$ cat src/rtl/swl_pkg.sv
package swl_pkg;
    typedef enum logic {
        ST_IDLE = 1'b0,
        ST_RUN  = 1'b1
    } seq_mode_e;

    // base-2 logarithm of a small power-of-two quantity
    typedef logic [2:0] lg_t;
endpackage

$ cat src/rtl/swl_width_dec.sv
module swl_width_dec
    import swl_pkg::*;
#(
    parameter int XLEN = 32
) (
    input  logic [2:0] width_code,
    output lg_t        eb_lg,
    output lg_t        lane_lg,
    output logic       bad
);
    localparam int REG_BYTES_LG = $clog2(XLEN / 8);

    always_comb begin
        bad   = 1'b0;
        eb_lg = lg_t'(REG_BYTES_LG);
        if (width_code == 3'd0) begin
            eb_lg = lg_t'(REG_BYTES_LG);
        end else if (width_code <= 3'd5) begin
            eb_lg = lg_t'(width_code - 3'd1);
        end else begin
            bad   = 1'b1;
            eb_lg = '0;
        end
        if (!bad && (int'(eb_lg) > REG_BYTES_LG)) begin
            bad = 1'b1;
        end
        lane_lg = bad ? '0 : lg_t'(REG_BYTES_LG - int'(eb_lg));
    end
endmodule

$ cat src/rtl/swl_elem_map.sv
module swl_elem_map
    import swl_pkg::*;
#(
    parameter int XLEN  = 32,
    parameter int REG_W = 5,
    parameter int EC_W  = 6
) (
    input  logic [REG_W-1:0]         base_reg,
    input  logic [EC_W-1:0]          idx,
    input  lg_t                      eb_lg,
    input  lg_t                      lane_lg,
    output logic [REG_W-1:0]         phys_reg,
    output logic [$clog2(XLEN)-1:0]  lo_bit,
    output logic [$clog2(XLEN)-1:0]  hi_bit
);
    localparam int BIT_W = $clog2(XLEN);

    logic [EC_W-1:0]       step;
    logic [EC_W-1:0]       lane_mask;
    logic [EC_W-1:0]       lane;
    logic [EC_W+REG_W-1:0] reg_sum;
    logic [3:0]            bit_lg;
    logic [31:0]           ew_bits;
    logic [31:0]           lo_wide;

    always_comb begin
        step      = idx >> lane_lg;
        lane_mask = (EC_W'(1) << lane_lg) - EC_W'(1);
        lane      = idx & lane_mask;
        reg_sum   = {{EC_W{1'b0}}, base_reg} + {{REG_W{1'b0}}, step};
        phys_reg  = reg_sum[REG_W-1:0];
        bit_lg    = {1'b0, eb_lg} + 4'd3;
        ew_bits   = 32'd1 << bit_lg;
        lo_wide   = 32'(lane) << bit_lg;
        lo_bit    = lo_wide[BIT_W-1:0];
        hi_bit    = lo_bit + BIT_W'(ew_bits - 32'd1);
    end
endmodule

$ cat src/rtl/swl_seq.sv
module swl_seq
    import swl_pkg::*;
#(
    parameter int XLEN  = 32,
    parameter int REG_W = 5,
    parameter int VL_W  = 4,
    localparam int LANE_LG_MAX = $clog2(XLEN / 8),
    localparam int EC_W  = VL_W + LANE_LG_MAX,
    localparam int BIT_W = $clog2(XLEN)
) (
    input  logic             clk,
    input  logic             rst_n,
    input  logic             start,
    input  logic [REG_W-1:0] base_reg,
    input  logic [2:0]       width_code,
    input  logic [VL_W-1:0]  cfg_vl,
    input  logic             len_ovr_en,
    input  logic [EC_W-1:0]  len_ovr,
    output logic             elem_valid,
    output logic [EC_W-1:0]  elem_idx,
    output logic [REG_W-1:0] phys_reg,
    output logic [BIT_W-1:0] lo_bit,
    output logic [BIT_W-1:0] hi_bit,
    output logic             done,
    output logic             cfg_err
);
    typedef struct packed {
        seq_mode_e        mode;
        logic [EC_W-1:0]  idx;
        logic [EC_W-1:0]  last;
        logic [REG_W-1:0] base;
        lg_t              eb_lg;
        lg_t              lane_lg;
        logic             done;
        logic             err;
    } seq_st_t;

    seq_st_t st_d, st_q;

    lg_t             in_eb_lg;
    lg_t             in_lane_lg;
    logic            in_bad;
    logic [EC_W-1:0] total_cnt;
    logic [EC_W-1:0] eff_cnt;

    swl_width_dec #(.XLEN(XLEN)) dec_i (
        .width_code (width_code),
        .eb_lg      (in_eb_lg),
        .lane_lg    (in_lane_lg),
        .bad        (in_bad)
    );

    always_comb begin
        total_cnt = EC_W'(cfg_vl) << in_lane_lg;
        eff_cnt   = (len_ovr_en && (len_ovr < total_cnt)) ? len_ovr : total_cnt;

        st_d      = st_q;
        st_d.done = 1'b0;
        st_d.err  = 1'b0;
        unique case (st_q.mode)
            ST_IDLE: begin
                if (start) begin
                    if (in_bad) begin
                        st_d.err = 1'b1;
                    end else if (eff_cnt == '0) begin
                        st_d.done = 1'b1;
                    end else begin
                        st_d.mode    = ST_RUN;
                        st_d.idx     = '0;
                        st_d.last    = eff_cnt - EC_W'(1);
                        st_d.base    = base_reg;
                        st_d.eb_lg   = in_eb_lg;
                        st_d.lane_lg = in_lane_lg;
                    end
                end
            end
            ST_RUN: begin
                if (st_q.idx == st_q.last) begin
                    st_d.mode = ST_IDLE;
                    st_d.done = 1'b1;
                end else begin
                    st_d.idx = st_q.idx + EC_W'(1);
                end
            end
            default: st_d.mode = ST_IDLE;
        endcase
    end

    always_ff @(posedge clk) begin
        if (!rst_n) begin
            st_q <= '0;
        end else begin
            st_q <= st_d;
        end
    end

    swl_elem_map #(.XLEN(XLEN), .REG_W(REG_W), .EC_W(EC_W)) map_i (
        .base_reg (st_q.base),
        .idx      (st_q.idx),
        .eb_lg    (st_q.eb_lg),
        .lane_lg  (st_q.lane_lg),
        .phys_reg (phys_reg),
        .lo_bit   (lo_bit),
        .hi_bit   (hi_bit)
    );

    assign elem_valid = (st_q.mode == ST_RUN);
    assign elem_idx   = st_q.idx;
    assign done       = st_q.done;
    assign cfg_err    = st_q.err;
endmodule

$ cat config.mk
export PLATFORM = sky130hd
export DESIGN_NAME = swl_seq
export DESIGN_NICKNAME = d
export VERILOG_FILES = /design/src/rtl/swl_pkg.sv /design/src/rtl/swl_width_dec.sv /design/src/rtl/swl_elem_map.sv /design/src/rtl/swl_seq.sv
export SDC_FILE = /design/constraint.sdc
export NUM_CORES = 1
export LEC_CHECK = 0
export BUFFER_PORTS_ARGS = -buffer_cell sky130_fd_sc_hd__buf_2
export CAP_MARGIN = 20
export CORE_MARGIN = 5
export CORE_UTILIZATION = 52
export DETAILED_ROUTE_END_ITERATION = 12
export GPL_TIMING_DRIVEN = 0
export PLACE_DENSITY = 0.77
export SETUP_SLACK_MARGIN = 0.4
export SYNTH_ARGS = -nofsm -noshare
export SYNTH_HDL_FRONTEND = slang
export SYNTH_SLANG_ARGS = --single-unit
$ cat constraint.sdc
create_clock -name clk -period 4.9 [get_ports clk]
set_clock_uncertainty 0.15 [all_clocks]
set_input_delay 0.49 -clock clk [delete_from_list [all_inputs] [get_ports clk]]
set_output_delay 0.49 -clock clk [all_outputs]
set_load 0.01 [all_outputs]
==> out/summary.txt, run 1 <==
Status = completed
CP required = 4.90 ns
Worst setup path class = input pin to register
First-pass GRT wire length = 10,410 um
Mapped Cells = 342
Met3 Use GR = 0.01220
Final Instance Count excl. Fillers = 489
Commonest non-fill, non-tap cell in the layout = buf_2
Starting Density = 0.5285
Die area = 6619 um^2
GR Util met2 = 0.3607
CP arrival = 4.55 ns
Number of synthesized flops with an enable pin = 0
CP Capture Type = register
DPL Wire Length = 4682 um
Crit path max-delay family = compound AO/OA/AOI/OAI gates
Largest net degree at the start of global routing = 16
LEAKAGE = 1.708 nW
Met1 GRT Util = 0.2330
GRT Util Overall = 0.1942
Cell variety after synth = 54
Post-synthesis mux area share = 0.06522
Fraction of layout instances using a drive strength above 1 = 0.3866
Clock transition at path regs = 0.09 ns
Busiest grt layer = met2
Main combinational cell family by area after synthesis = simple AND/OR/NAND/NOR gates
CTS sink cnt = 26
Hold Path Class = input pin to register
DIE HEIGHT = 81.36 um
RSZ-0062 raised after global routing = yes
Slew margin rel. = 0.3482
Post-route ant nets = 0
Number of diodes = 0
Via count = 2,642
Hold Vio Cnt, Final = 0
Max-Cap Viols = 0
Most frequent cells in the layout = buf_2, nor2_1, buf_4, inv_1, dfxtp_1
Post-Route Utilization = 0.7315
Buffers on Ports = 44
Pwr/cell area = 219.7 nW/um^2
Routed vias/inst = 5.403
CTS Buffer Depth = 2
Cell Chain, Critical Path = buf_8 -> buf_12 -> inv_6 -> ha_4 -> nor2b_2 -> a21oi_4 -> ha_4 -> nor3_4 -> nor3b_4 -> nor2_4 -> ha_4 -> a21oi_4 -> o2111ai_4 -> a2111oi_4 -> nor2_2 -> buf_6 -> mux2i_4 -> ha_2 -> inv_2 -> o311ai_4 -> buf_6 -> clkbuf_16 -> mux2i_1 -> nor2_1
Root Buffer = clkbuf_8
Wirelength per Cell = 14.45 um
Vias in the first global route = 2,417
First-pass detailed-route iteration total = 4
FF+latch area = 521.8 um^2
Max Freq = 219.8 MHz
Row count = 26
Yosys Warn Count = 0
Worst setup SP type = input pin
CTS tree = built
Final setup fails = 0
Max VDD drop = 0.0001691 V
Die Span X = 81.36 um
Ys flop type = dfxtp_1
Post-Syn Area = 2648 um^2
Async SR Flop Fraction = 0
Inst Count DP = 456
Slew @ Worst Pin = 0.9694 ns
Post-synthesis xor/xnor area fraction = 0.07609
Max Slew Vio Count = 0
Seq/Total Area, Yosys = 0.1966
Gpl congestion = 0.9142
Max incr delay on CP = 0.45 ns
Syn nets = 395
Total wire length = 7067 um
Area Overhead vs Synth = 38.42%
Filler cell count = 404
GRT overflow = 0
Overall Power = 805.0 uW
Num CTS Buffers = 3
Final nets = 473
Synth Register Bits = 26
H-Tree Depth = 1
Fin crit period = 4.550 ns
Synth Area in Compound Gates = 0.1933
Mapped Avg Cell Area = 7.741 um^2
Initial antenna violation count = 0
Critical path's slowest cell = a2111oi_4
1st-iter DRT viols = 100
Final TNS setup = 0 ns
Residual DRC count = 0
Skew-Pair Late Insertion Delay = 0.27 ns
Worst Path Max Fanout = 6
Synth Area in Adders = 0.1522
Top Ports = 46
Multi-input gate area = 2220 um^2
Core Area = 5010 um^2
Simple logic cell fraction of the synthesized area = 0.2183
Critical path buffer and inverter count = 7
Final period utilization = 0.9285
CP dominant cell by count = ha_4
-- final cells by class --
cell class | count | share of cell area
repair buffers | 73 | 0.1308
multi-input cells | 264 | 0.6057
clock inverters | 1 | 0.008194
clock buffers | 3 | 0.01127
well taps | 70 | 0.02390
plain buffers | 21 | 0.04404
inverters | 31 | 0.03380
flip-flops and latches | 26 | 0.1424
-- worst register-to-register path, delay by kind of cell (launching register included) --
family                 cells  cell delay, ns
buffers and inverters      2            0.52
flip-flops                 1            0.35
AO/OA/AOI/OAI              1            0.86
AND/OR/NAND/NOR            4            0.59
XOR/XNOR                   2            0.41
-- Yosys cell counts, types with 2 or more instances --
library cell  number  area share
xnor2_1           14       0.046
dfxtp_1           26        0.20
and3_1             2      0.0047
mux2_2             2      0.0085
a21oi_1           24       0.045
xor2_1             9       0.030
inv_1             30       0.043
o31ai_1            2      0.0057
a21o_1             6       0.017
or3_1              3      0.0071
clkbuf_1           9       0.013
nor3b_1            3      0.0085
mux2i_1           15       0.057
fa_1               2       0.015
or2_2              7       0.017
nand2_1           26       0.037
o21ai_0           12       0.023
nor2b_1            9       0.021
a211oi_1           2      0.0057
nand2b_1           3      0.0071
nor2_1            37       0.052
buf_4              6       0.017
nand3_1           14       0.026
o22ai_1            2      0.0047
a31oi_1            3      0.0071
nor3_1             9       0.017
a22oi_1            2      0.0057
nor2_2             3      0.0071
ha_1              29        0.14
o211a_1            2      0.0076
o211ai_1           3      0.0085
buf_6              4       0.017
-- final timing paths --
path / from / to / slack [ns] / depth (start not counted)
worst min register to register: st_q[7]$_SDFFE_PN0P_ / st_q[7]$_SDFFE_PN0P_ / 0.32 / 2
worst min-delay path: base_reg[0] / st_q[8]$_SDFFE_PN0P_ / 0.30 / 3
worst max-delay path: width_code[0] / st_q[12]$_SDFFE_PN0P_ / 0.35 / 24
worst max register to register: elem_idx[2]$_SDFFE_PN0P_ / elem_idx[4]$_SDFFE_PN0P_ / 1.92 / 9
-- flip-flops by register name, indices dropped and copies added (netlist names) --
register	count
cfg_err	1
done	1
elem_idx	6
elem_valid	1
st_q	17
-- power by group --
| part | switching, mW | leakage (nW) | internal, mW |
|---|---|---|---|
| registers | 0.0121 | 0.212 | 0.224 |
| logic | 0.204 | 1.46 | 0.186 |
| clock network | 0.0697 | 0.0357 | 0.109 |
| total | 0.286 | 1.71 | 0.519 |
-- logic make-up after synthesis --
logic type / after synthesis
adders and majority gates: 31
AOI/OAI and AO/OA: 72
buffers and inverters: 52
xor gates and xnor gates: 23
and+or+nand+nor: 121
DFF: 26
muxes: 17
-- per-layer routing --
metal | up-vias | share of wire | wire [um]
li1 | 1326 | - | -
met1 | 1231 | 0.42 | 2955
met2 | 64 | 0.51 | 3636
met3 | 21 | 0.032 | 227
met4 | 0 | 0.035 | 247
met5 | - | 0 | 0
-- metrics by stage --
stage | hold WS, ns | cell area, um^2 | setup WS [ns]
floorplan | 0.2829 | 2811 | 0.3257
global placement | 0.3021 | 3119 | -0.2288
detailed placement | 0.3089 | 3119 | -0.2859
CTS | 0.3008 | 3433 | 0.3950
global route | 0.3078 | 3665 | 0.1862
finish | 0.2951 | 3665 | 0.3503
-- what timing repair did --
action	in CTS	in global routing
pin swaps	16	24
resized for setup	23	42
setup buffers	21	7
endpoints found under the setup margin	25	26
gates cloned	0	1
hold buffers	0	0
Power figures use the tool's default switching activity.
==> run 2: changes to the inputs <==
--- a/config.mk
+++ b/config.mk
@@ -12,6 +12,7 @@
 export DETAILED_ROUTE_END_ITERATION = 12
 export GPL_TIMING_DRIVEN = 0
 export PLACE_DENSITY = 0.77
+export RECOVER_POWER = 50
 export SETUP_SLACK_MARGIN = 0.4
 export SYNTH_ARGS = -nofsm -noshare
 export SYNTH_HDL_FRONTEND = slang
==> run 2 against run 1 <==
  * Sequential share of layout area rose by 0.093 points
  * Count of clock-buffer cells in the layout did not move
  * Power fell by 0.24%
  * Utilization fell by 0.47 points
  * Non-clock buffer count did not move
  * Critical path type unchanged
  * Critical endpoint unchanged
==> out/summary.txt, run 2 (same netlist as run 1, synthesis figures left out) <==
Status = completed
R2R setup slack = 1.93 ns
GRT Util Overall = 0.1942
Setup WS post-layout = 0.3533 ns
Worst setup path class = input pin to register
CP required = 4.91 ns
DIE HEIGHT = 81.36 um
Routed vias/inst = 5.438
Wirelength per Cell = 14.50 um
CTS tree = built
Area Overhead vs Synth = 37.52%
Clock transition at path regs = 0.10 ns
H-Tree Depth = 1
Root Buffer = clkbuf_8
Largest Register = st_q
LEAKAGE = 1.643 nW
DPL Wire Length = 4682 um
CTS Buffer Depth = 2
Max VDD drop = 0.0001709 V
Worst setup SP type = input pin
Residual DRC count = 0
Gpl congestion = 0.9142
Max reg flops = 17
Die area = 6619 um^2
RSZ-0062 raised after global routing = yes
Inst Count DP = 456
CP arrival = 4.55 ns
Core Area = 5010 um^2
Via count = 2,659
Buffers on Ports = 44
Hold slack = 0.2927 ns
Initial antenna violation count = 0
Final nets = 473
Row count = 26
Final period utilization = 0.9279
CTS sink cnt = 26
Max Slew Vio Count = 0
Vias in the first global route = 2,417
Largest net degree at the start of global routing = 16
First-pass detailed-route iteration total = 4
Total wire length = 7092 um
Top Ports = 46
Hold Vio Cnt, Final = 0
Skew-Pair Late Insertion Delay = 0.27 ns
Most frequent cells in the layout = nor2_1, buf_4, inv_1, buf_2, dfxtp_1
Die Span X = 81.36 um
Pwr/cell area = 220.6 nW/um^2
Placement Setup Slack = -0.2859 ns
Fraction of layout instances using a drive strength above 1 = 0.3413
Final setup fails = 0
First-pass GRT wire length = 10,410 um
Post-route ant nets = 0
1st-iter DRT viols = 76
Post-Route Utilization = 0.7268
Number of diodes = 0
Final Instance Count excl. Fillers = 489
Worst Path Max Fanout = 6
Fin crit period = 4.547 ns
Commonest non-fill, non-tap cell in the layout = nor2_1
Starting Density = 0.5285
Max Freq = 219.9 MHz
Hold Path Class = input pin to register
Max-Cap Viols = 0
Slew @ Worst Pin = 0.9603 ns
Num CTS Buffers = 3
Slew margin rel. = 0.3543
GRT overflow = 0
CP Capture Type = register
run 2: changes by cell type in the layout (fill, tap and decap cells not counted), moves of 3 or more:
cell and delta:
clkbuf_1 +17, buf_4 -3, clkbuf_4 +3, buf_2 -16
run 2: power by group:
| group | total, mW | switching, mW | internal, mW |
|---|---|---|---|
| clock network | 0.180 | 0.0709 | 0.109 |
| registers | 0.236 | 0.0121 | 0.224 |
| logic | 0.387 | 0.204 | 0.182 |
run 2: cell type report:
type	instances	area [um^2]
Fill cell	414	1369
Inverter	31	123.9
Buffer	21	160.2
Sequential cell	26	521.8
Timing Repair Buffer	73	459.2
Multi-Input combinational cell	264	2217
Clock inverter	1	30.03
Tap cell	70	87.58
Clock buffer	3	41.29
run 2: timing repair:
| item | 4_1_cts | 5_1_grt |
|---|---|---|
| resized for setup | 23 | 42 |
| pin swaps | 16 | 24 |
| setup buffers | 21 | 7 |
| cloned | 0 | 1 |
| hold buffers | 0 | 0 |
| setup endpoints to repair | 25 | 26 |
run 2: routing by layer:
layer / share of wire / vias to the layer above / track usage
met5: 0 / - / 0
li1: - / 1320 / -
met1: 0.42 / 1256 / 0.2330
met4: 0.035 / 0 / 0.06757
met3: 0.035 / 21 / 0.01220
met2: 0.51 / 62 / 0.3607
run 2: critical path, stage by stage:
cell,delay (ns)
buf_8,0.10
buf_12,0.12
inv_6,0.06
ha_4,0.21
nor2b_2,0.17
a21oi_4,0.15
ha_4,0.25
nor3_4,0.24
nor3b_4,0.30
nor2_4,0.07
ha_4,0.18
a21oi_4,0.16
o2111ai_4,0.14
a2111oi_4,0.46
nor2_2,0.09
buf_6,0.15
mux2i_4,0.17
ha_2,0.19
inv_2,0.05
o311ai_4,0.23
buf_6,0.17
clkbuf_16,0.15
mux2i_1,0.20
nor2_1,0.06
run 2: stage by stage:
step,cell area (um^2),TNS [ns],power (mW)
2_1_floorplan,2811,0,0.4707
3_3_place_gp,3119,-3.350,0.5327
3_5_place_dp,3119,-4.496,0.5412
4_1_cts,3433,0,0.7551
5_1_grt,3641,0,0.8449
6_report,3641,0,0.8031
run 2: final timing paths:
check | endpoint | startpoint | cells past startpoint
setup / recovery | st_q[12]$_SDFFE_PN0P_ | width_code[0] | 24
hold / removal | st_q[8]$_SDFFE_PN0P_ | base_reg[0] | 3
setup reg to reg | elem_idx[4]$_SDFFE_PN0P_ | elem_idx[1]$_SDFFE_PN0P_ | 9
hold reg to reg | st_q[7]$_SDFFE_PN0P_ | st_q[7]$_SDFFE_PN0P_ | 2
==> run 3: changes to the inputs <==
--- a/config.mk
+++ b/config.mk
@@ -8,10 +8,10 @@
 export BUFFER_PORTS_ARGS = -buffer_cell sky130_fd_sc_hd__buf_2
 export CAP_MARGIN = 20
 export CORE_MARGIN = 5
-export CORE_UTILIZATION = 52
+export CORE_UTILIZATION = 57
 export DETAILED_ROUTE_END_ITERATION = 12
 export GPL_TIMING_DRIVEN = 0
-export PLACE_DENSITY = 0.77
+export PLACE_DENSITY = 0.8
 export RECOVER_POWER = 50
 export SETUP_SLACK_MARGIN = 0.4
 export SYNTH_ARGS = -nofsm -noshare
==> constraint.sdc (replaced) <==
create_clock -name clk -period 4.34 [get_ports clk]
set_clock_uncertainty 0.15 [all_clocks]
set_input_delay 0.434 -clock clk [delete_from_list [all_inputs] [get_ports clk]]
set_output_delay 0.434 -clock clk [all_outputs]
set_load 0.01 [all_outputs]
==> run 3 against run 2 <==
  * The run now ends with negative setup slack left
  * Critical endpoint is now st_q[10]$_SDFFE_PN0P_
  * Cell area up 6.2%
  * Cell count is 0.41% lower
  * Largest cell class unchanged
  * Sequential power grew 14%
  * Power increased by 23%
  * Utilization up 14 points
  * Combinational power is 31% higher
  * Clock power grew 18%
  * Worst hold slack lost 0.045 ns
  * Highest routed layer unchanged
  * Largest power group unchanged
  * Die area shrank 7.7%
  * Register-to-register slack worse by 0.68 ns
==> out/summary.txt, run 3 (same netlist as run 1, synthesis figures left out) <==
Status = finished with violations
Violated checks = negative setup slack
Max-Cap Viols = 0
Worst setup endpoint = st_q[10]$_SDFFE_PN0P_
Residual DRC count = 0
Num CTS Buffers = 3
Wirelength per Cell = 19.57 um
Worst setup SP type = input pin
Critical path buffer and inverter count = 8
Busiest grt layer = met2
Number of diodes = 0
Final setup fails = 24
CP arrival = 4.78 ns
Starting Density = 0.5957
Hold slack = 0.2478 ns
Placement Setup Slack = -0.8117 ns
DIE HEIGHT = 78.15 um
Most frequent cells in the layout = buf_4, buf_2, nor2_1, inv_1, dfxtp_1
Vias in the first global route = 2,747
Worst Path Max Fanout = 5
Hold Path Class = input pin to register
Buffers on Ports = 44
GR Util met2 = 0.4598
1st-iter DRT viols = 393
Final nets = 489
H-Tree Depth = 1
Total wire length = 9529 um
Final Instance Count excl. Fillers = 487
Critical path's slowest cell = or3_1
Commonest non-fill, non-tap cell in the layout = buf_4
RSZ-0062 raised after global routing = yes
RR Startpoint = elem_idx[1]$_SDFFE_PN0P_
CP required = 4.34 ns
CTS tree = built
Row count = 24
GRT Util Overall = 0.2452
First-pass detailed-route iteration total = 5
Top Ports = 46
Setup WS post-layout = -0.4336 ns
Met3 Use GR = 0.03204
Final TNS setup = -7.347 ns
LEAKAGE = 1.770 nW
GRT overflow = 0
Max incr delay on CP = 0.37 ns
Post-Route Utilization = 0.8702
Largest net degree at the start of global routing = 16
Slew @ Worst Pin = 1.100 ns
Max reg flops = 17
Critical Path Stages = 24
Gpl congestion = 0.9388
First-pass GRT wire length = 12,380 um
R2R setup slack = 1.25 ns
DPL Wire Length = 4813 um
Die area = 6107 um^2
R2R cell count = 9
Die Span X = 78.15 um
Skew-Pair Late Insertion Delay = 0.28 ns
Worst r2r dst = elem_idx[4]$_SDFFE_PN0P_
CP Capture Type = register
CTS sink cnt = 26
Via count = 3,112
Clock transition at path regs = 0.10 ns
CTS Buffer Depth = 2
Routed vias/inst = 6.390
Core Area = 4444 um^2
Root Buffer = clkbuf_8
Inst Count DP = 438
Met1 GRT Util = 0.2769
Initial antenna violation count = 0
Cell Chain, Critical Path = buf_8 -> buf_12 -> inv_8 -> ha_4 -> or3_1 -> o21a_1 -> o21ai_1 -> a21oi_1 -> o211ai_1 -> ha_1 -> nand2_1 -> o2111ai_2 -> buf_4 -> a21oi_2 -> nor2_2 -> buf_6 -> mux2i_4 -> ha_2 -> inv_2 -> o311ai_4 -> buf_4 -> buf_8 -> mux2i_1 -> nor2_1
Area Overhead vs Synth = 46.08%
Pwr/cell area = 255.8 nW/um^2
Largest Register = st_q
Post-route ant nets = 0
Fin crit period = 4.774 ns
Max Slew Vio Count = 0
Final period utilization = 1.100
Max VDD drop = 0.0001654 V
Worst setup path class = input pin to register
Hold Vio Cnt, Final = 0
Crit path max-delay family = compound AO/OA/AOI/OAI gates
CP startpoint = width_code[0]
Slew margin rel. = 0.2605
Fraction of layout instances using a drive strength above 1 = 0.4322
Max Freq = 209.5 MHz
[run 3: cell type report]
type / instances / area [um^2]
buffer: 21 / 171.4
clock buffer: 3 / 41.29
clock inverter: 1 / 30.03
fill: 223 / 576.8
inverter: 31 / 126.4
multi-input combinational: 264 / 2280
sequential: 26 / 525.5
tap: 52 / 65.06
timing repair buffer: 89 / 628.1
[run 3: report_power, final]
| group | leakage [nW] | switching (mW) | total (mW) | internal (mW) |
|---|---|---|---|---|
| combinational | 1.52 | 0.268 | 0.508 | 0.240 |
| sequential | 0.212 | 0.0159 | 0.269 | 0.253 |
| clock | 0.0357 | 0.0889 | 0.213 | 0.124 |
[run 3: routing by layer]
metal | share of wire | up-vias
met5 | 0 | -
met4 | 0.052 | 0
met3 | 0.070 | 60
met2 | 0.50 | 218
met1 | 0.38 | 1477
li1 | - | 1357
[run 3: worst register-to-register path, delay by kind of cell, from the launching register on]
| family | cells | cell delay [ns] |
|---|---|---|
| flops | 1 | 0.40 |
| simple gates | 4 | 0.55 |
| compound gates | 1 | 0.94 |
| xor+xnor | 2 | 0.36 |
| buf+inv | 2 | 0.61 |
[run 3: worst min path at each step]
| stage | cells past startpoint | endpoint | from |
|---|---|---|---|
| after floorplan | 2 | st_q[7]$_SDFFE_PN0P_ | st_q[7]$_SDFFE_PN0P_ |
| after global placement | 2 | st_q[7]$_SDFFE_PN0P_ | st_q[7]$_SDFFE_PN0P_ |
| after detailed placement | 2 | st_q[7]$_SDFFE_PN0P_ | st_q[7]$_SDFFE_PN0P_ |
| after CTS | 3 | st_q[12]$_SDFFE_PN0P_ | base_reg[4] |
| after global routing | 3 | st_q[9]$_SDFFE_PN0P_ | base_reg[1] |
| final | 3 | st_q[9]$_SDFFE_PN0P_ | base_reg[1] |
[run 3: repair_timing]
item / CTS / global route
pin swaps: 22 / 39
setup endpoints to repair: 28 / 28
resized for setup: 41 / 51
endpoints found under the hold margin: 0 / 0
hold buffers: 0 / 0
buffers inserted: 28 / 15
cloned: 2 / 0
[run 3: per-stage QoR]
step | power, mW | instance area, um^2
final | 0.9893 | 3867
after CTS | 0.8866 | 3583
after global placement | 0.6032 | 3110
after global routing | 1.026 | 3867
after floorplan | 0.5333 | 2825
after detailed placement | 0.6127 | 3110
